<file path="src/rtl/lsq_ovl_pkg.sv">
package lsq_ovl_pkg;

  typedef enum logic [1:0] {
    LEN_B1 = 2'b00,
    LEN_B2 = 2'b01,
    LEN_B4 = 2'b10,
    LEN_B8 = 2'b11
  } acc_len_e;

  localparam int unsigned ACC_MAX_BYTES = 8;

  // Unary run of ones, one per accessed byte
  function automatic logic [ACC_MAX_BYTES-1:0] len_run(input logic [1:0] len);
    logic [ACC_MAX_BYTES-1:0] run;
    case (acc_len_e'(len))
      LEN_B1:  run = 8'h01;
      LEN_B2:  run = 8'h03;
      LEN_B4:  run = 8'h0F;
      default: run = 8'hFF;
    endcase
    return run;
  endfunction

endpackage

</file>
<file path="src/rtl/lsq_ovl_entry.sv">
module lsq_ovl_entry
  import lsq_ovl_pkg::*;
#(
  parameter int unsigned ADDR_W = 11,
  parameter int unsigned OFS_W  = 4,
  localparam int unsigned LINE_BYTES = 1 << OFS_W,
  localparam int unsigned MASK_W     = LINE_BYTES + ACC_MAX_BYTES,
  localparam int unsigned SLICE_W    = ADDR_W - OFS_W
) (
  input  logic               clk,
  input  logic               rst_n,
  input  logic               wr_en,
  input  logic               clr,
  input  logic [ADDR_W-1:0]  wr_addr,
  input  logic [1:0]         wr_len,
  output logic               valid_o,
  output logic [SLICE_W-1:0] slice_o,
  output logic [MASK_W-1:0]  mask_o
);

  logic               valid_q, valid_d;
  logic [SLICE_W-1:0] slice_q, slice_d;
  logic [MASK_W-1:0]  mask_q,  mask_d;
  logic               load_en;

  always_comb begin
    load_en = wr_en & ~clr;
    valid_d = valid_q;
    if (clr)
      valid_d = 1'b0;
    else if (wr_en)
      valid_d = 1'b1;
    slice_d = wr_addr[ADDR_W-1:OFS_W];
    mask_d  = MASK_W'(len_run(wr_len)) << wr_addr[OFS_W-1:0];
  end

  always_ff @(posedge clk or negedge rst_n) begin
    if (!rst_n)
      valid_q <= 1'b0;
    else
      valid_q <= valid_d;
  end

  always_ff @(posedge clk) begin
    if (load_en) begin
      slice_q <= slice_d;
      mask_q  <= mask_d;
    end
  end

  assign valid_o = valid_q;
  assign slice_o = slice_q;
  assign mask_o  = mask_q;


  clear_empties_chk: assert property (@(posedge clk) disable iff (!rst_n)
    clr |=> !valid_q);


  load_fills_chk: assert property (@(posedge clk) disable iff (!rst_n)
    (wr_en && !clr) |=> valid_q);


  mask_size_chk: assert property (@(posedge clk) disable iff (!rst_n)
    valid_q |-> ($countones(mask_q) == 1 || $countones(mask_q) == 2 ||
                 $countones(mask_q) == 4 || $countones(mask_q) == 8));

endmodule

</file>
<file path="src/rtl/lsq_ovl_pair.sv">
module lsq_ovl_pair #(
  parameter int unsigned SLICE_W    = 7,
  parameter int unsigned LINE_BYTES = 16,
  parameter int unsigned MASK_W     = 24,
  localparam int unsigned SPILL_W   = MASK_W - LINE_BYTES
) (
  input  logic               a_valid,
  input  logic [SLICE_W-1:0] a_slice,
  input  logic [MASK_W-1:0]  a_mask,
  input  logic               b_valid,
  input  logic [SLICE_W-1:0] b_slice,
  input  logic [MASK_W-1:0]  b_mask,
  output logic               hit_o
);

  logic [LINE_BYTES-1:0] a_lo, b_lo;
  logic [SPILL_W-1:0]    a_hi, b_hi;
  logic                  same_line, a_before_b, b_before_a;
  logic                  same_hit, a_spill_hit, b_spill_hit;

  always_comb begin
    a_lo = a_mask[LINE_BYTES-1:0];
    b_lo = b_mask[LINE_BYTES-1:0];
    a_hi = a_mask[MASK_W-1:LINE_BYTES];
    b_hi = b_mask[MASK_W-1:LINE_BYTES];
    same_line  = (a_slice == b_slice);
    a_before_b = (SLICE_W'(a_slice + 1'b1) == b_slice);
    b_before_a = (SLICE_W'(b_slice + 1'b1) == a_slice);
    same_hit    = same_line && ((|(a_lo & b_lo)) || (|(a_hi & b_hi)));
    a_spill_hit = a_before_b && (|(a_hi & b_lo[SPILL_W-1:0]));
    b_spill_hit = b_before_a && (|(b_hi & a_lo[SPILL_W-1:0]));
    hit_o = a_valid && b_valid && (same_hit || a_spill_hit || b_spill_hit);
  end

endmodule

</file>
<file path="src/rtl/lsq_overlap_matrix.sv">
module lsq_overlap_matrix
  import lsq_ovl_pkg::*;
#(
  parameter int unsigned N_ENT  = 4,
  parameter int unsigned ADDR_W = 11,
  parameter int unsigned OFS_W  = 4,
  localparam int unsigned LINE_BYTES = 1 << OFS_W,
  localparam int unsigned MASK_W     = LINE_BYTES + ACC_MAX_BYTES,
  localparam int unsigned SLICE_W    = ADDR_W - OFS_W
) (
  input  logic                           clk,
  input  logic                           rst_n,
  input  logic [N_ENT-1:0]               wr_en_i,
  input  logic [N_ENT-1:0][ADDR_W-1:0]   wr_addr_i,
  input  logic [N_ENT-1:0][1:0]          wr_len_i,
  input  logic [N_ENT-1:0]               clr_i,
  output logic [N_ENT-1:0][N_ENT-1:0]    conflict_o
);

  logic [N_ENT-1:0]               ent_valid;
  logic [N_ENT-1:0][SLICE_W-1:0]  ent_slice;
  logic [N_ENT-1:0][MASK_W-1:0]   ent_mask;
  logic [N_ENT-1:0][N_ENT-1:0]    tri_hit;

  for (genvar gi = 0; gi < N_ENT; gi++) begin : g_ent
    lsq_ovl_entry #(
      .ADDR_W (ADDR_W),
      .OFS_W  (OFS_W)
    ) u_entry (
      .clk     (clk),
      .rst_n   (rst_n),
      .wr_en   (wr_en_i[gi]),
      .clr     (clr_i[gi]),
      .wr_addr (wr_addr_i[gi]),
      .wr_len  (wr_len_i[gi]),
      .valid_o (ent_valid[gi]),
      .slice_o (ent_slice[gi]),
      .mask_o  (ent_mask[gi])
    );
  end

  for (genvar gi = 0; gi < N_ENT; gi++) begin : g_row
    for (genvar gj = 0; gj < N_ENT; gj++) begin : g_col
      if (gi < gj) begin : g_cmp
        lsq_ovl_pair #(
          .SLICE_W    (SLICE_W),
          .LINE_BYTES (LINE_BYTES),
          .MASK_W     (MASK_W)
        ) u_pair (
          .a_valid (ent_valid[gi]),
          .a_slice (ent_slice[gi]),
          .a_mask  (ent_mask[gi]),
          .b_valid (ent_valid[gj]),
          .b_slice (ent_slice[gj]),
          .b_mask  (ent_mask[gj]),
          .hit_o   (tri_hit[gi][gj])
        );
        assign conflict_o[gi][gj] = tri_hit[gi][gj];
      end else if (gi > gj) begin : g_mirror
        assign tri_hit[gi][gj]    = 1'b0;
        assign conflict_o[gi][gj] = tri_hit[gj][gi];
      end else begin : g_diag
        assign tri_hit[gi][gj]    = 1'b0;
        assign conflict_o[gi][gj] = 1'b0;
      end
    end
  end

  for (genvar gi = 0; gi < N_ENT; gi++) begin : g_chk

    row_needs_valid_chk: assert property (@(posedge clk) disable iff (!rst_n)
      (|conflict_o[gi]) |-> ent_valid[gi]);


    clear_blanks_row_chk: assert property (@(posedge clk) disable iff (!rst_n)
      clr_i[gi] |=> (conflict_o[gi] == '0));
  end

endmodule

</file>
<file path="config.mk">
export PLATFORM = sky130hd
export DESIGN_NAME = lsq_overlap_matrix
export DESIGN_NICKNAME = d
export VERILOG_FILES = /design/src/rtl/lsq_ovl_pkg.sv /design/src/rtl/lsq_ovl_entry.sv /design/src/rtl/lsq_ovl_pair.sv /design/src/rtl/lsq_overlap_matrix.sv
export SDC_FILE = /design/constraint.sdc
export NUM_CORES = 1
export LEC_CHECK = 0
export BUFFER_PORTS_ARGS = -buffer_cell sky130_fd_sc_hd__buf_2
export CAP_MARGIN = 30
export CORE_MARGIN = 2
export CORE_UTILIZATION = 44
export DETAILED_ROUTE_END_ITERATION = 7
export PLACE_DENSITY = 0.62
export SLEW_MARGIN = 20
export SYNTH_ARGS = -nofsm -noshare
export SYNTH_HDL_FRONTEND = slang
export SYNTH_SLANG_ARGS = --single-unit
</file>
<file path="constraint.sdc">
create_clock -name clk -period 6.7 [get_ports clk]
set_clock_uncertainty 0.05 [all_clocks]
set_input_delay 1.005 -clock clk [delete_from_list [all_inputs] [get_ports clk]]
set_output_delay 1.005 -clock clk [all_outputs]
set_load 0.02 [all_outputs]
</file>
==> results of run 1 <==
## power breakdown
group / total [mW] / switching [mW] / internal [mW] / leakage, nW
combinational: 0.352 / 0.199 / 0.152 / 1.90
sequential: 1.05 / 0.133 / 0.916 / 1.10
clock: 0.830 / 0.328 / 0.502 / 0.244
## flip-flops by register name (all words and copies together), names as in the netlist
register,cells
g_ent.u_entry.mask_o,92
g_ent.u_entry.valid_o,4
g_ent.u_entry.slice_o,28
## cells by family after synthesis
logic type	after synthesis	synth area share, %
AND/OR/NAND/NOR	291	17.74
AO/OA/AOI/OAI	262	22.38
flip-flops	124	42.79
XOR/XNOR	94	10.03
buffers and inverters	90	5.594
multiplexers	7	0.8528
adder cells (fa/ha/maj)	4	0.5782
other	1	0.04332
## through the flow
stage	util, %	setup WS (ns)
6_report	49.06	2.825
5_1_grt	49.06	2.689
4_1_cts	49.06	2.792
3_5_place_dp	46.31	3.247
3_3_place_gp	46.31	3.319
2_1_floorplan	-	3.744
## cell usage after synthesis, drive strengths merged, types with 18 or more instances
cell,number
clkbuf,27
nor2b,20
o21ai,47
nor4,18
xnor2,58
a22oi,42
buf,46
nor3,27
a222oi,18
nand4,25
a221oi,23
edfxtp,120
nand3,34
nor2,50
a22o,29
nand2,57
a21oi,31
xor2,36
## layout by cell type (no fill, tap or decap), drive strengths merged, types with 18 or more instances in the layout
cell,instances
edfxtp,120
buf,77
xnor2,58
nand2,57
nor2,50
o21ai,47
a22oi,42
xor2,36
nand3,34
a21oi,31
a22o,29
nor3,27
nand4,25
a221oi,23
nor2b,20
clkbuf,19
a222oi,18
nor4,18
## routing by layer
layer	global-route usage, %	up-vias	part of all wire, %
li1	-	3460	-
met1	36.04	3699	40
met2	45.94	445	47
met3	6.623	101	8.5
met4	14.05	0	4.4
met5	0	-	0
## critical path, delay by kind of cell (launching register included)
family / cells / cell delay, ns
AOI/OAI and AO/OA: 1 / 0.39
adders and majority gates: 1 / 0.42
xor gates and xnor gates: 1 / 0.21
DFF: 1 / 0.56
buffers and inverters: 1 / 0.24
and+or+nand+nor: 3 / 0.57
## worst max path at each step
stage | from | endpoint | slack, ns | depth (start not counted)
2_1_floorplan | g_ent[1].u_entry.slice_o[0]$_DFFE_PP_ | conflict_o[1] | 3.74 | 8
3_3_place_gp | g_ent[3].u_entry.slice_o[1]$_DFFE_PP_ | conflict_o[3] | 3.32 | 7
3_5_place_dp | g_ent[3].u_entry.slice_o[1]$_DFFE_PP_ | conflict_o[12] | 3.25 | 7
4_1_cts | g_ent[3].u_entry.slice_o[1]$_DFFE_PP_ | conflict_o[12] | 2.79 | 7
5_1_grt | g_ent[3].u_entry.slice_o[1]$_DFFE_PP_ | conflict_o[3] | 2.69 | 7
6_report | g_ent[3].u_entry.slice_o[1]$_DFFE_PP_ | conflict_o[12] | 2.82 | 7
## final cells by class
class | instances | share of cell area (%)
Inverter | 17 | 0.6704
Sequential cell | 124 | 38.91
Clock inverter | 12 | 1.065
Multi-Input combinational cell | 662 | 47.17
Tap cell | 265 | 3.484
Clock buffer | 19 | 4.548
Timing Repair Buffer | 77 | 4.154
==> flow_metrics.env, run 1 <==
export IMPL_dp_hpwl_mm=20.95
export IMPL_avgSynthCellArea_sq_um=9.915
export IMPL_cts_setup_buffers=0
export IMPL_netlist_instances=873
export IMPL_post_cts_resize_count=0
export IMPL_dp_cells=1145
export IMPL_status="finished, final reports clean"
export IMPL_ys_seq_elements=124
export IMPL_fill_cells=1833
export IMPL_insertion_delay_ns=0.41
export IMPL_cp_arrival_ns=2.82
export IMPL_maxSlewHeadroom_pct=49.57
export IMPL_wl_mm=29.05
export IMPL_firstDrtPassIters=7
export IMPL_synth_cell_types=71
export IMPL_htree_levels=4
export IMPL_coreArea_sq_um=19400
export IMPL_synth_area_leaders="edfxtp_1 (42%), xnor2_1 (5.6%), a22oi_1 (3.6%)"
export IMPL_netlist_area_sq_um=8656
export IMPL_final_cell_count_no_fill=1176
export IMPL_track_usage_pct=28.46
export IMPL_r2r_slack_ns=5.71
export IMPL_cpPeakStageDelay_ns=0.56
export IMPL_maxCapViolCount=0
export IMPL_r2r_cells=2
export IMPL_total_power_mw=2.231
export IMPL_hold_viol=0
export IMPL_clk_path_buf_depth=2
export IMPL_drv_slew=0
export IMPL_synth_top_cell_by_area="edfxtp_1"
export IMPL_area_growth_pct=9.960
export IMPL_slowest_stage="edfxtp_1"
export IMPL_min_path_type="primary input to asynchronous set/reset pin"
export IMPL_rsz0062_at_grt="false"
export IMPL_fmax_ghz=0.2581
export IMPL_path_cells="ha_1 > and3_1 > nand3_1 > xnor2_1 > nand2_1 > o311ai_2 > buf_2"
export IMPL_die_x_um=144.3
export IMPL_crit_path_max_fanout=9
export IMPL_cts_tree="yes"
export IMPL_grt_pass1_vias=7399
export IMPL_timing_hold_ws_ns=0.3468
export IMPL_peakVddDrop_mv=0.1403
export IMPL_cts_buffers_inserted=17
export IMPL_grt_first_pass_wirelength_mm=43.90
export IMPL_end_kind="output port"
export IMPL_cts_sinks=124
export IMPL_finalSetupViolCount=0
export IMPL_dpl_cell_area_sq_um=8984
export IMPL_drtAntennaViolNets=0
export IMPL_ys_seq_area_share_pct=42.79
export IMPL_num_rows=51
export IMPL_finalInstanceArea_sq_um=9518
export IMPL_overflow=0
export IMPL_gp_congestion=1.044
export IMPL_worstPathRequired_ns=5.64
export IMPL_drive_gt1_share_pct=14.05
export IMPL_r2r_end="g_ent[1].u_entry.valid_o$_DFFE_PN0P_"
export IMPL_die_h_um=144.3
export IMPL_drc=0
export IMPL_vias=7705
export IMPL_reg2reg_from="g_ent[1].u_entry.valid_o$_DFFE_PN0P_"
export IMPL_fin_crit_ns=3.875
export IMPL_synth_top_area_share_pct=41.63
export IMPL_finalSetupTns_ns=0
export IMPL_tightestPinTransition_ns=0.7565
export IMPL_period_share_pct=57.84
export IMPL_hold_buffers=0
export IMPL_path_clk_slew_ns=0.06
export IMPL_io_buffers=73
export IMPL_p_leak_nw=3.236
export IMPL_crit_type="flop to output port"
export IMPL_nets=965
export IMPL_antenna_found_initial=0
export IMPL_seq_area_sq_um=3704
export IMPL_start_kind="flop"
export IMPL_power_density_nw_per_um2=234.4
export IMPL_grt_max_degree=31
export IMPL_vias_per_cell=6.552
export IMPL_die_area_sq_um=20810
export IMPL_multi_input_area_sq_um=4489
export IMPL_io_pins=78
export IMPL_synth_flop_cell="edfxtp_1"
export IMPL_async_reset_ff_share_pct=3.226
export IMPL_drtIter0Drc=729
export IMPL_start_util_pct=44.62
export IMPL_wl_per_cell_um=24.70
export IMPL_antenna_diode_count=0
export IMPL_synth_edf_count=120
export IMPL_yosysWarnings=0
export IMPL_root_buffer="clkbuf_16"
Power figures use the tool's default switching activity.
==> run 2, diff against run 1 <==
==> constraint.sdc (replaced) <==
create_clock -name clk -period 3.6 [get_ports clk]
set_clock_uncertainty 0.05 [all_clocks]
set_input_delay 0.54 -clock clk [delete_from_list [all_inputs] [get_ports clk]]
set_output_delay 0.54 -clock clk [all_outputs]
set_load 0.02 [all_outputs]
==> flow_metrics.env, run 2 (same netlist as run 1, synthesis figures left out) <==
export IMPL_crit_type="flop to output port"
export IMPL_grt_first_pass_wirelength_mm=43.52
export IMPL_track_usage_pct=28.31
export IMPL_die_x_um=144.3
export IMPL_drc=3
export IMPL_fill_cells=1871
export IMPL_tightestPinTransition_ns=0.7676
export IMPL_multi_input_area_sq_um=4489
export IMPL_grt_pass1_vias=7279
export IMPL_maxSlewHeadroom_pct=48.83
export IMPL_insertion_delay_ns=0.43
export IMPL_die_area_sq_um=20810
export IMPL_cts_setup_buffers=0
export IMPL_root_buffer="clkbuf_16"
export IMPL_grt_max_degree=31
export IMPL_finalSetupViolCount=0
export IMPL_coreArea_sq_um=19400
export IMPL_cp_arrival_ns=2.87
export IMPL_final_cell_mix="edfxtp_1 (120), buf_2 (73), nand2_1 (57), xnor2_1 (55), nor2_1 (50)"
export IMPL_power_density_nw_per_um2=460.5
export IMPL_htree_levels=4
export IMPL_area_growth_pct=11.42
export IMPL_crit_path_max_fanout=10
export IMPL_io_buffers=73
export IMPL_num_rows=51
export IMPL_cts_tree="yes"
export IMPL_wl_mm=28.92
export IMPL_final_common_cell="edfxtp_1"
export IMPL_fin_crit_ns=3.457
export IMPL_vias_per_cell=6.542
export IMPL_seq_area_sq_um=3704
export IMPL_wl_per_cell_um=24.49
export IMPL_failed_checks="design-rule violations"
export IMPL_period_share_pct=96.04
export IMPL_finalSetupTns_ns=0
export IMPL_drive_gt1_share_pct=14.96
export IMPL_start_kind="flop"
export IMPL_drtAntennaViolNets=0
export IMPL_fmax_ghz=0.2892
export IMPL_antenna_found_initial=0
export IMPL_antenna_diode_count=0
export IMPL_start_util_pct=44.62
export IMPL_nets=969
export IMPL_drtIter0Drc=869
export IMPL_die_h_um=144.3
export IMPL_end_kind="output port"
export IMPL_path_clk_slew_ns=0.07
export IMPL_cts_sinks=124
export IMPL_status="finished, violations left"
export IMPL_drv_slew=0
export IMPL_overflow=0
export IMPL_largest_register_ffs=92
export IMPL_dp_hpwl_mm=20.78
export IMPL_vias=7726
export IMPL_cts_buffers_inserted=17
export IMPL_gp_congestion=0.9716
export IMPL_worstPathRequired_ns=3.01
export IMPL_peakVddDrop_mv=0.2999
export IMPL_clk_path_buf_depth=2
export IMPL_min_path_type="primary input to flop"
export IMPL_io_pins=78
export IMPL_hold_viol=0
export IMPL_p_leak_nw=3.312
export IMPL_firstDrtPassIters=8
export IMPL_maxCapViolCount=0
export IMPL_fin_util_pct=49.72
export IMPL_rsz0062_at_grt="false"
==> run 2: cell count changes in the layout (fill, tap and decap cells not counted), sizes merged <==
| cell | before | now |
|---|---|---|
| dlygate4sd3 | 0 | 1 |
| inv | 17 | 25 |
| buf | 77 | 80 |
| clkinv | 6 | 2 |
| bufinv | 1 | 3 |
| clkbuf | 19 | 17 |
| clkinvlp | 5 | 2 |
==> run 2: worst paths after layout <==
kind,from,endpoint,slack (ns),depth (start not counted)
min,wr_addr_i[9],g_ent[0].u_entry.slice_o[5]$_DFFE_PP_,0.23,1
max in group asynchronous,rst_n,g_ent[1].u_entry.valid_o$_DFFE_PN0P_,2.94,2
min in group asynchronous,rst_n,g_ent[3].u_entry.valid_o$_DFFE_PN0P_,0.41,2
max reg2reg,g_ent[1].u_entry.valid_o$_DFFE_PN0P_,g_ent[1].u_entry.valid_o$_DFFE_PN0P_,2.51,2
min reg2reg,g_ent[0].u_entry.valid_o$_DFFE_PN0P_,g_ent[0].u_entry.valid_o$_DFFE_PN0P_,0.60,2
max,g_ent[2].u_entry.slice_o[1]$_DFFE_PP_,conflict_o[14],0.14,6
==> run 2: timing repair <==
action                                 4_1_cts  5_1_grt
endpoints found under the hold margin        4        0
gates resized for setup                      0        0
hold buffers                                 1        0
==> run 2: where the power goes <==
part,internal (mW),leakage (nW),switching [mW]
Sequential,1.70,1.10,0.240
Clock,1.11,0.301,0.720
Combinational,0.287,1.92,0.375
Total,3.11,3.31,1.34
==> run 2: final cells by class <==
| class | count | area share (%) |
|---|---|---|
| inverter | 17 | 0.6617 |
| timing repair buffer | 81 | 4.437 |
| clock inverter | 15 | 2.102 |
| tap | 265 | 3.438 |
| clock buffer | 17 | 4.411 |
| multi-input combinational | 662 | 46.55 |
| sequential | 124 | 38.40 |
==> run 2: worst max-delay path, stage by stage (launching register included) <==
cell and delay, ns:
edfxtp_1 0.72, ha_1 0.40, xor2_1 0.18, a2111oi_0 0.49, o2111ai_1 0.27, nand3_1 0.20, buf_2 0.19
==> run 2: stage by stage <==
stage	hold slack, ns	cell area, sq um	setup slack [ns]	power (mW)	cells
3_3_place_gp	0.3194	9006	0.7019	2.617	1148
2_1_floorplan	0.1944	8667	1.109	2.360	876
6_report	0.2304	9644	0.1427	4.441	1181
5_1_grt	0.2197	9644	0.04681	4.598	1181
4_1_cts	0.2170	9644	0.1658	4.436	1181
3_5_place_dp	0.3172	9006	0.6411	2.606	1148
==> run 2: metal layers <==
layer  share of wire, %  up-vias  global-route usage (%)
li1                   -     3472                       -
met1                 39     3654                   36.34
met2                 47      472                   45.36
met3                8.8      128                   6.325
met4                5.3        0                   13.85
met5                  0        -                       0
